## src/rtl/sdirq_pkg.sv

```systemverilog
package sdirq_pkg;

  localparam int unsigned NUM_EVT    = 9;
  localparam int unsigned NUM_RST    = 3;
  localparam int unsigned REG_ADDR_W = 2;

  // event / status bit positions
  localparam int unsigned EV_CMD_DONE  = 0;
  localparam int unsigned EV_CMD_TOUT  = 1;
  localparam int unsigned EV_CMD_CRC   = 2;
  localparam int unsigned EV_CMD_IDX   = 3;
  localparam int unsigned EV_XFER_DONE = 4;
  localparam int unsigned EV_DAT_TOUT  = 5;
  localparam int unsigned EV_DAT_ERR   = 6;
  localparam int unsigned EV_BUF_RD    = 7;
  localparam int unsigned EV_BUF_WR    = 8;

  // reset request bit positions
  localparam int unsigned RQ_ALL  = 0;
  localparam int unsigned RQ_CMD  = 1;
  localparam int unsigned RQ_DATA = 2;

  localparam logic [NUM_EVT-1:0] CMD_GROUP  =
    NUM_EVT'((1 << (EV_CMD_IDX + 1)) - 1);
  localparam logic [NUM_EVT-1:0] DATA_GROUP = ~CMD_GROUP;

  typedef enum logic [REG_ADDR_W-1:0] {
    SEL_STATUS  = 2'd0,
    SEL_STAT_EN = 2'd1,
    SEL_SIG_EN  = 2'd2,
    SEL_RESET   = 2'd3
  } reg_sel_e;

endpackage

```

## src/rtl/sdirq_rst_seq.sv

```systemverilog
module sdirq_rst_seq #(
  parameter int unsigned RST_CYCLES = 4
) (
  input  logic clk,
  input  logic rst_n,
  input  logic start_i,
  output logic active_o
);

  localparam int unsigned CW = (RST_CYCLES > 1) ? $clog2(RST_CYCLES) : 1;
  localparam logic [CW-1:0] LAST = CW'(RST_CYCLES - 1);

  logic          active_q, active_d;
  logic [CW-1:0] cnt_q, cnt_d;

  always_comb begin
    active_d = active_q;
    cnt_d    = cnt_q;
    if (!active_q) begin
      if (start_i) begin
        active_d = 1'b1;
        cnt_d    = '0;
      end
    end else if (cnt_q == LAST) begin
      active_d = 1'b0;
    end else begin
      cnt_d = cnt_q + 1'b1;
    end
  end

  always_ff @(posedge clk or negedge rst_n) begin
    if (!rst_n) begin
      active_q <= 1'b0;
      cnt_q    <= '0;
    end else if (active_q || start_i) begin
      active_q <= active_d;
      cnt_q    <= cnt_d;
    end
  end

  assign active_o = active_q;

  // run-length monitor for the pulse width check
  localparam int unsigned RW = $clog2(RST_CYCLES + 1) + 1;
  logic [RW-1:0] chk_run_q;

  always_ff @(posedge clk or negedge rst_n) begin
    if (!rst_n)        chk_run_q <= '0;
    else if (active_q) chk_run_q <= chk_run_q + 1'b1;
    else               chk_run_q <= '0;
  end

  // a request stays active for exactly RST_CYCLES cycles
  a_r6_pulse_width: assert property (@(posedge clk) disable iff (!rst_n)
    $fell(active_q) |-> (chk_run_q == RW'(RST_CYCLES)));

  // a request written while idle is taken on the next edge
  a_r6_request_taken: assert property (@(posedge clk) disable iff (!rst_n)
    (start_i && !active_q) |=> active_q);

endmodule

```

## src/rtl/sdirq_mask_reg.sv

```systemverilog
module sdirq_mask_reg #(
  parameter int unsigned W = 9
) (
  input  logic         clk,
  input  logic         rst_n,
  input  logic         wr_i,
  input  logic [W-1:0] wdata_i,
  input  logic         clr_i,
  output logic [W-1:0] q_o
);

  logic [W-1:0] q_q, q_d;
  logic         en;

  assign en = wr_i | clr_i;

  always_comb begin
    if (clr_i) q_d = '0;
    else       q_d = wdata_i;
  end

  always_ff @(posedge clk or negedge rst_n) begin
    if (!rst_n)  q_q <= '0;
    else if (en) q_q <= q_d;
  end

  assign q_o = q_q;

endmodule

```

## src/rtl/sdirq_status_bank.sv

```systemverilog
module sdirq_status_bank #(
  parameter int unsigned W = 9
) (
  input  logic         clk,
  input  logic         rst_n,
  input  logic [W-1:0] evt_i,
  input  logic [W-1:0] sten_i,
  input  logic [W-1:0] w1c_i,
  input  logic [W-1:0] clr_i,
  output logic [W-1:0] status_o
);

  logic [W-1:0] status_q, status_d, bit_en;

  for (genvar g = 0; g < W; g++) begin : g_bit
    always_comb begin
      bit_en[g] = clr_i[g] | w1c_i[g] | (evt_i[g] & sten_i[g]);
      if (clr_i[g])
        status_d[g] = 1'b0;
      else
        status_d[g] = (status_q[g] & ~w1c_i[g]) | (evt_i[g] & sten_i[g]);
    end

    always_ff @(posedge clk or negedge rst_n) begin
      if (!rst_n)         status_q[g] <= 1'b0;
      else if (bit_en[g]) status_q[g] <= status_d[g];
    end
  end

  assign status_o = status_q;

  // an enabled event outside a path reset always leaves its bit set
  a_r4_event_sticks: assert property (@(posedge clk) disable iff (!rst_n)
    1'b1 |=> ((($past(evt_i) & $past(sten_i) & ~$past(clr_i)) & ~status_q) == '0));

  // a bit can only rise because of an enabled event
  a_r2_no_unlatched_rise: assert property (@(posedge clk) disable iff (!rst_n)
    1'b1 |=> ((status_q & ~$past(status_q) & ~($past(evt_i) & $past(sten_i))) == '0));

  // without event or clear a bit keeps its value
  a_r3_hold_when_idle: assert property (@(posedge clk) disable iff (!rst_n)
    ((evt_i == '0) && (w1c_i == '0) && (clr_i == '0)) |=> $stable(status_q));

endmodule

```

## src/rtl/sd_irq_reset_unit.sv

```systemverilog
module sd_irq_reset_unit
  import sdirq_pkg::*;
#(
  parameter int unsigned DATA_W     = 32,
  parameter int unsigned RST_CYCLES = 4
) (
  input  logic                  clk,
  input  logic                  rst_n,
  input  logic [NUM_EVT-1:0]    evt_i,
  input  logic [REG_ADDR_W-1:0] reg_addr_i,
  input  logic                  reg_wr_i,
  input  logic [DATA_W-1:0]     reg_wdata_i,
  output logic [DATA_W-1:0]     reg_rdata_o,
  output logic                  irq_o,
  output logic                  rst_all_o,
  output logic                  rst_cmd_o,
  output logic                  rst_dat_o
);

  reg_sel_e           sel;
  logic               wr_status, wr_sten, wr_sigen, wr_reset;
  logic [NUM_EVT-1:0] w1c, grp_clr;
  logic [NUM_EVT-1:0] status_w, sten_w, sigen_w;
  logic [NUM_RST-1:0] rst_start, rst_active;
  logic               irq_q, irq_d;
  logic               unused_wdata;

  assign unused_wdata = ^reg_wdata_i[DATA_W-1:NUM_EVT];

  // register port decode
  always_comb begin
    sel       = reg_sel_e'(reg_addr_i);
    wr_status = reg_wr_i && (sel == SEL_STATUS);
    wr_sten   = reg_wr_i && (sel == SEL_STAT_EN);
    wr_sigen  = reg_wr_i && (sel == SEL_SIG_EN);
    wr_reset  = reg_wr_i && (sel == SEL_RESET);
    w1c       = wr_status ? reg_wdata_i[NUM_EVT-1:0] : '0;
  end

  // self-clearing reset requests
  for (genvar k = 0; k < NUM_RST; k++) begin : g_rst
    assign rst_start[k] = wr_reset & reg_wdata_i[k];
    sdirq_rst_seq #(.RST_CYCLES(RST_CYCLES)) i_seq (
      .clk      (clk),
      .rst_n    (rst_n),
      .start_i  (rst_start[k]),
      .active_o (rst_active[k])
    );
  end

  // per-path status clearing
  always_comb begin
    grp_clr = '0;
    if (rst_active[RQ_ALL]) begin
      grp_clr = '1;
    end else begin
      if (rst_active[RQ_CMD])  grp_clr = grp_clr | CMD_GROUP;
      if (rst_active[RQ_DATA]) grp_clr = grp_clr | DATA_GROUP;
    end
  end

  sdirq_mask_reg #(.W(NUM_EVT)) i_sten (
    .clk     (clk),
    .rst_n   (rst_n),
    .wr_i    (wr_sten),
    .wdata_i (reg_wdata_i[NUM_EVT-1:0]),
    .clr_i   (rst_active[RQ_ALL]),
    .q_o     (sten_w)
  );

  sdirq_mask_reg #(.W(NUM_EVT)) i_sigen (
    .clk     (clk),
    .rst_n   (rst_n),
    .wr_i    (wr_sigen),
    .wdata_i (reg_wdata_i[NUM_EVT-1:0]),
    .clr_i   (rst_active[RQ_ALL]),
    .q_o     (sigen_w)
  );

  sdirq_status_bank #(.W(NUM_EVT)) i_status (
    .clk      (clk),
    .rst_n    (rst_n),
    .evt_i    (evt_i),
    .sten_i   (sten_w),
    .w1c_i    (w1c),
    .clr_i    (grp_clr),
    .status_o (status_w)
  );

  // interrupt line, one register stage
  assign irq_d = |(status_w & sigen_w);

  always_ff @(posedge clk or negedge rst_n) begin
    if (!rst_n) irq_q <= 1'b0;
    else        irq_q <= irq_d;
  end

  assign irq_o = irq_q;

  // read mux
  always_comb begin
    reg_rdata_o = '0;
    unique case (sel)
      SEL_STATUS:  reg_rdata_o[NUM_EVT-1:0] = status_w;
      SEL_STAT_EN: reg_rdata_o[NUM_EVT-1:0] = sten_w;
      SEL_SIG_EN:  reg_rdata_o[NUM_EVT-1:0] = sigen_w;
      SEL_RESET:   reg_rdata_o[NUM_RST-1:0] = rst_active;
      default:     reg_rdata_o = '0;
    endcase
  end

  assign rst_all_o = rst_active[RQ_ALL];
  assign rst_cmd_o = rst_active[RQ_CMD];
  assign rst_dat_o = rst_active[RQ_DATA];

  // nothing enabled and pending means the line is low next cycle
  a_r5_irq_masked: assert property (@(posedge clk) disable iff (!rst_n)
    ((status_w & sigen_w) == '0) |=> !irq_o);

  // an enabled pending bit raises the line next cycle
  a_r5_irq_raised: assert property (@(posedge clk) disable iff (!rst_n)
    ((status_w & sigen_w) != '0) |=> irq_o);

  // command reset empties the command group
  a_r7_cmd_group_cleared: assert property (@(posedge clk) disable iff (!rst_n)
    rst_active[RQ_CMD] |=> ((status_w & CMD_GROUP) == '0));

  // data reset empties the data group
  a_r8_data_group_cleared: assert property (@(posedge clk) disable iff (!rst_n)
    rst_active[RQ_DATA] |=> ((status_w & DATA_GROUP) == '0));

  // whole-unit reset empties status and both masks
  a_r9_all_cleared: assert property (@(posedge clk) disable iff (!rst_n)
    rst_active[RQ_ALL] |=> (status_w == '0 && sten_w == '0 && sigen_w == '0));

endmodule

```

## config.mk

```make
export PLATFORM = sky130hd
export DESIGN_NAME = sd_irq_reset_unit
export DESIGN_NICKNAME = d
export VERILOG_FILES = /design/src/rtl/sdirq_pkg.sv /design/src/rtl/sdirq_rst_seq.sv /design/src/rtl/sdirq_mask_reg.sv /design/src/rtl/sdirq_status_bank.sv /design/src/rtl/sd_irq_reset_unit.sv
export SDC_FILE = /design/constraint.sdc
export NUM_CORES = 1
export LEC_CHECK = 0
export BUFFER_PORTS_ARGS = -buffer_cell sky130_fd_sc_hd__clkbuf_2
export CAP_MARGIN = 10
export CORE_UTILIZATION = 44
export CTS_CLUSTER_DIAMETER = 150
export DETAILED_ROUTE_END_ITERATION = 10
export GPL_TIMING_DRIVEN = 1
export PLACE_DENSITY = 0.78
export SKIP_LAST_GASP = 1
export SYNTH_ARGS = -nofsm -noshare
export SYNTH_HDL_FRONTEND = slang
export SYNTH_SLANG_ARGS = --single-unit
```

## constraint.sdc

```tcl
create_clock -name clk -period 1.35 [get_ports clk]
set_clock_uncertainty 0.2 [all_clocks]
set_input_delay 0.135 -clock clk [delete_from_list [all_inputs] [get_ports clk]]
set_output_delay 0.135 -clock clk [all_outputs]
set_load 0.01 [all_outputs]
```

==> run summary <==
Status
- complete, but fails checks — status
- setup timing — violated checks

Global route
- 1740 — number of global-route vias before repair
- 0.255 — met1 track demand over resource in global routing
- 0.0404 — Global Route met3 Usage
- 0 — GRT Residual Overflow
- 0.208 — GRT Resource Usage Total
- 38 — largest net degree at the start of global routing
- 0.357 — GR Layer Usage met2
- met2 — gr busiest metal
- 7900 µm — first-pass GRT wire length
- 0 — antenna violations before repair

Finish
- 45.1% — area growth from synthesis to final layout
- 350 — filler-free cell count of the finished design
- 0.389 — share of cells above drive strength 1
- 323 — number of fill cells
- 346 — # nets final
- 927 µm² — register cell area after layout
- 0 — number of antenna diodes
- 1040 µm² — area of the multi-input gates
- 0.673 — share of the core filled with cells in the final layout

Clock network
- 2 — H-tree Lvls
- 5 — CTS Buf Count
- sky130_fd_sc_hd__clkbuf_8 — buffer type at the clock tree root
- yes — TritonCTS clock tree
- 2 — Max clock buf depth
- 280 ps — Clk Latency, worst-skew pair
- 37 — # clock sinks
- 70 ps — Reg clk slew, reported paths

Synth
- 2050 µm² — Mapped Area
- 37 — Synth Register Bits
- 0.129 — Synth Area in Compound Gates
- multiplexers — dominant combinational cell family by area after synthesis
- 0.139 — multiplexer area fraction after synthesis
- 0.137 — post-synthesis share of cell area spent on and, or, nand and nor gates
- 30 — count of different cell masters after synthesis
- 10.6 µm² — mean area per synthesized cell
- 0 — yosys warns
- 0 — area share of xor/xnor cells in the synthesized design
- 0.0183 — Synth Area in Adders
- 194 — number of instances in the synthesized netlist
- 0.452 — register area share after synthesis

Route
- 136 — violation count after the first detailed-routing iteration
- 0 — number of nets with antenna violations after detailed routing
- 1851 — total via count in the routed design
- 4 — first-pass iteration count of the detailed router
- 0 — final routed DRC violation total
- 5480 µm — Post-Route WL
- 5.29 — number of vias per cell after detailed routing
- 15.7 µm — DR WL/cell

Floorplanning
- 24 — Std-Cell Rows
- 82 — number of ports placed on the die boundary
- 4410 µm² — Core Area
- 0.464 — Starting Density
- 4940 µm² — die outline area
- 70.3 µm — Vert. Die Dim
- 70.3 µm — Die Span X

STA
- 1660 ps — min Tclk post-route
- 0 — final-report hold violation count
- 604 MHz — maximum operating frequency
- -306 ps — Final Worst Setup Slack
- -2470 ps — total negative setup slack
- 1.23 — ratio of final minimum period to clock period
- true — RSZ-0062 raised after global routing
- 28 — final-report setup violation count
- 32.3 ps — tightest hold margin
- 0 — final slew viol count

Power
- 0.000907 V — peak supply drop
- 1730 nW/µm² — power density cells
- 0.00154 µW — Leak
- 5130 µW — overall power consumption

Worst setup path
- 1010 ps — required time of the critical path
- g_rst[0].i_seq.cnt_q[0]$_DFFE_PN0P_ — endpoint of the worst register-to-register path
- 1320 ps — data arrival time of the critical path
- g_rst[0].i_seq.active_o$_DFFE_PN0P_ — reg-to-reg critical path startpoint
- -160 ps — slack of the worst reg-to-reg path
- 6 — worst reg2reg path depth
- output port — type of destination of the critical path
- flip-flop to output port — WS Path Type
- 2 — maximum fanout encountered on the critical timing path
- flip-flop — critical path launch point type

Place
- 35 — Buffers on Ports
- 0.799 — routability-driven placement congestion ratio
- 3230 µm — HPWL reported at the end of detailed placement
- 300 — number of placed cells counting well taps

Hold path
- reg_wr_i — min-delay src
- primary input to flip-flop — Hold/Removal Path Class
- i_sigen.q_o[3]$_DFFE_PN0P_ — endpoint of the worst hold path
- 3 — number of cells on the worst hold path

Run
- 0 — count of maximum capacitance violations

Yosys cell counts, drive strengths merged:
cell type,number,area share
a22o,1,0.0043
nand2,21,0.038
clkbuf,1,0.0018
mux2i,21,0.10
dfrtp,37,0.45
mux4,3,0.037
and2b,1,0.0037
nor3b,1,0.0092
nand3b,2,0.013
nand2b,6,0.018
or2,2,0.0061
inv,6,0.011
buf,29,0.11
a21oi,15,0.037
o22ai,3,0.0092
a311oi,9,0.038
a221oi,1,0.0043
o21ai,9,0.027
ha,3,0.018
nand3,8,0.026
nor2,12,0.022
a22oi,1,0.0037
a222oi,1,0.0049
conb,1,0.0018
what timing repair did:
action                                 4_1_cts  5_1_grt
hold buffers                                19        0
gates resized for setup                     13       22
pin swaps                                    2        8
setup buffers                               15        9
endpoints found under the hold margin       67        0
setup endpoints to repair                   19       25
cloned                                       0        0
cell families (layout without fill, tap and decap cells):
kind of cell	after synthesis	after routing
DFF	37	37
and+or+nand+nor	53	53
buffers and inverters	36	118
other	1	23
adders and majority gates	3	3
AOI/OAI and AO/OA	40	40
muxes	24	24
layout by cell type, fill, tap and decap left out, types with 2 or more instances in the layout:
master	n
sky130_fd_sc_hd__a21oi_1	15
sky130_fd_sc_hd__a311oi_2	8
sky130_fd_sc_hd__buf_12	2
sky130_fd_sc_hd__buf_2	2
sky130_fd_sc_hd__buf_4	43
sky130_fd_sc_hd__buf_6	7
sky130_fd_sc_hd__clkbuf_2	31
sky130_fd_sc_hd__clkbuf_8	6
sky130_fd_sc_hd__conb_1	23
sky130_fd_sc_hd__dfrtp_1	36
sky130_fd_sc_hd__dlygate4sd3_1	19
sky130_fd_sc_hd__ha_1	3
sky130_fd_sc_hd__inv_1	6
sky130_fd_sc_hd__mux2i_1	21
sky130_fd_sc_hd__mux4_2	3
sky130_fd_sc_hd__nand2_1	21
sky130_fd_sc_hd__nand2b_1	3
sky130_fd_sc_hd__nand2b_4	3
sky130_fd_sc_hd__nand3_1	7
sky130_fd_sc_hd__nor2_1	12
sky130_fd_sc_hd__o21ai_1	6
sky130_fd_sc_hd__o21ai_4	2
sky130_fd_sc_hd__o22ai_1	2
sky130_fd_sc_hd__or2_4	2
registers in the layout (all words and copies together) (netlist names):
signal and count:
i_sten.q_o 9, i_sigen.q_o 9, g_rst.i_seq.cnt_q 6, i_status.status_o 9, irq_o 1, g_rst.i_seq.active_o 3
power by group:
part | switching, µW | internal [µW] | total [µW]
combinational | 1150 | 1290 | 2440
sequential | 223 | 1480 | 1700
clock | 385 | 603 | 987
total | 1760 | 3370 | 5130
how the worst max path moves through the flow:
stage	slack (ps)	startpoint	end
after global routing	-330	g_rst[0].i_seq.active_o$_DFFE_PN0P_	reg_rdata_o[0]
after detailed placement	-60	g_rst[0].i_seq.active_o$_DFFE_PN0P_	reg_rdata_o[0]
final	-310	g_rst[0].i_seq.active_o$_DFFE_PN0P_	reg_rdata_o[0]
after global placement	-60	g_rst[0].i_seq.active_o$_DFFE_PN0P_	reg_rdata_o[0]
after CTS	-300	g_rst[0].i_seq.active_o$_DFFE_PN0P_	reg_rdata_o[0]
after floorplan	-50	g_rst[0].i_seq.active_o$_DFFE_PN0P_	reg_rdata_o[0]
critical path, cell delays in order, from the launching register on:
cell,delay (ps)
sky130_fd_sc_hd__dfrtp_2,410
sky130_fd_sc_hd__mux4_2,480
sky130_fd_sc_hd__clkbuf_2,140
final cells by class:
type                            count  area share
Tap cell                           52      0.0219
Clock buffer                        7      0.0290
Timing Repair Buffer              104       0.268
Clock inverter                      1      0.0101
Multi-Input combinational cell    143       0.351
Sequential cell                    37       0.312
Inverter                            6     0.00758
routing by layer:
layer / vias up / share of wire / routed length [µm]
li1: 851 / - / -
met5: - / 0 / 0
met1: 894 / 0.41 / 2270
met2: 86 / 0.50 / 2720
met4: 0 / 0.040 / 221
met3: 20 / 0.050 / 275
metrics by stage:
stage	cell area [µm²]	worst slack, ps
global placement	2350	-60.8
detailed placement	2350	-64.6
finish	2970	-306
CTS	2810	-296
floorplan	2140	-47.5
global route	2970	-328
(Power assumes the default switching activity.)
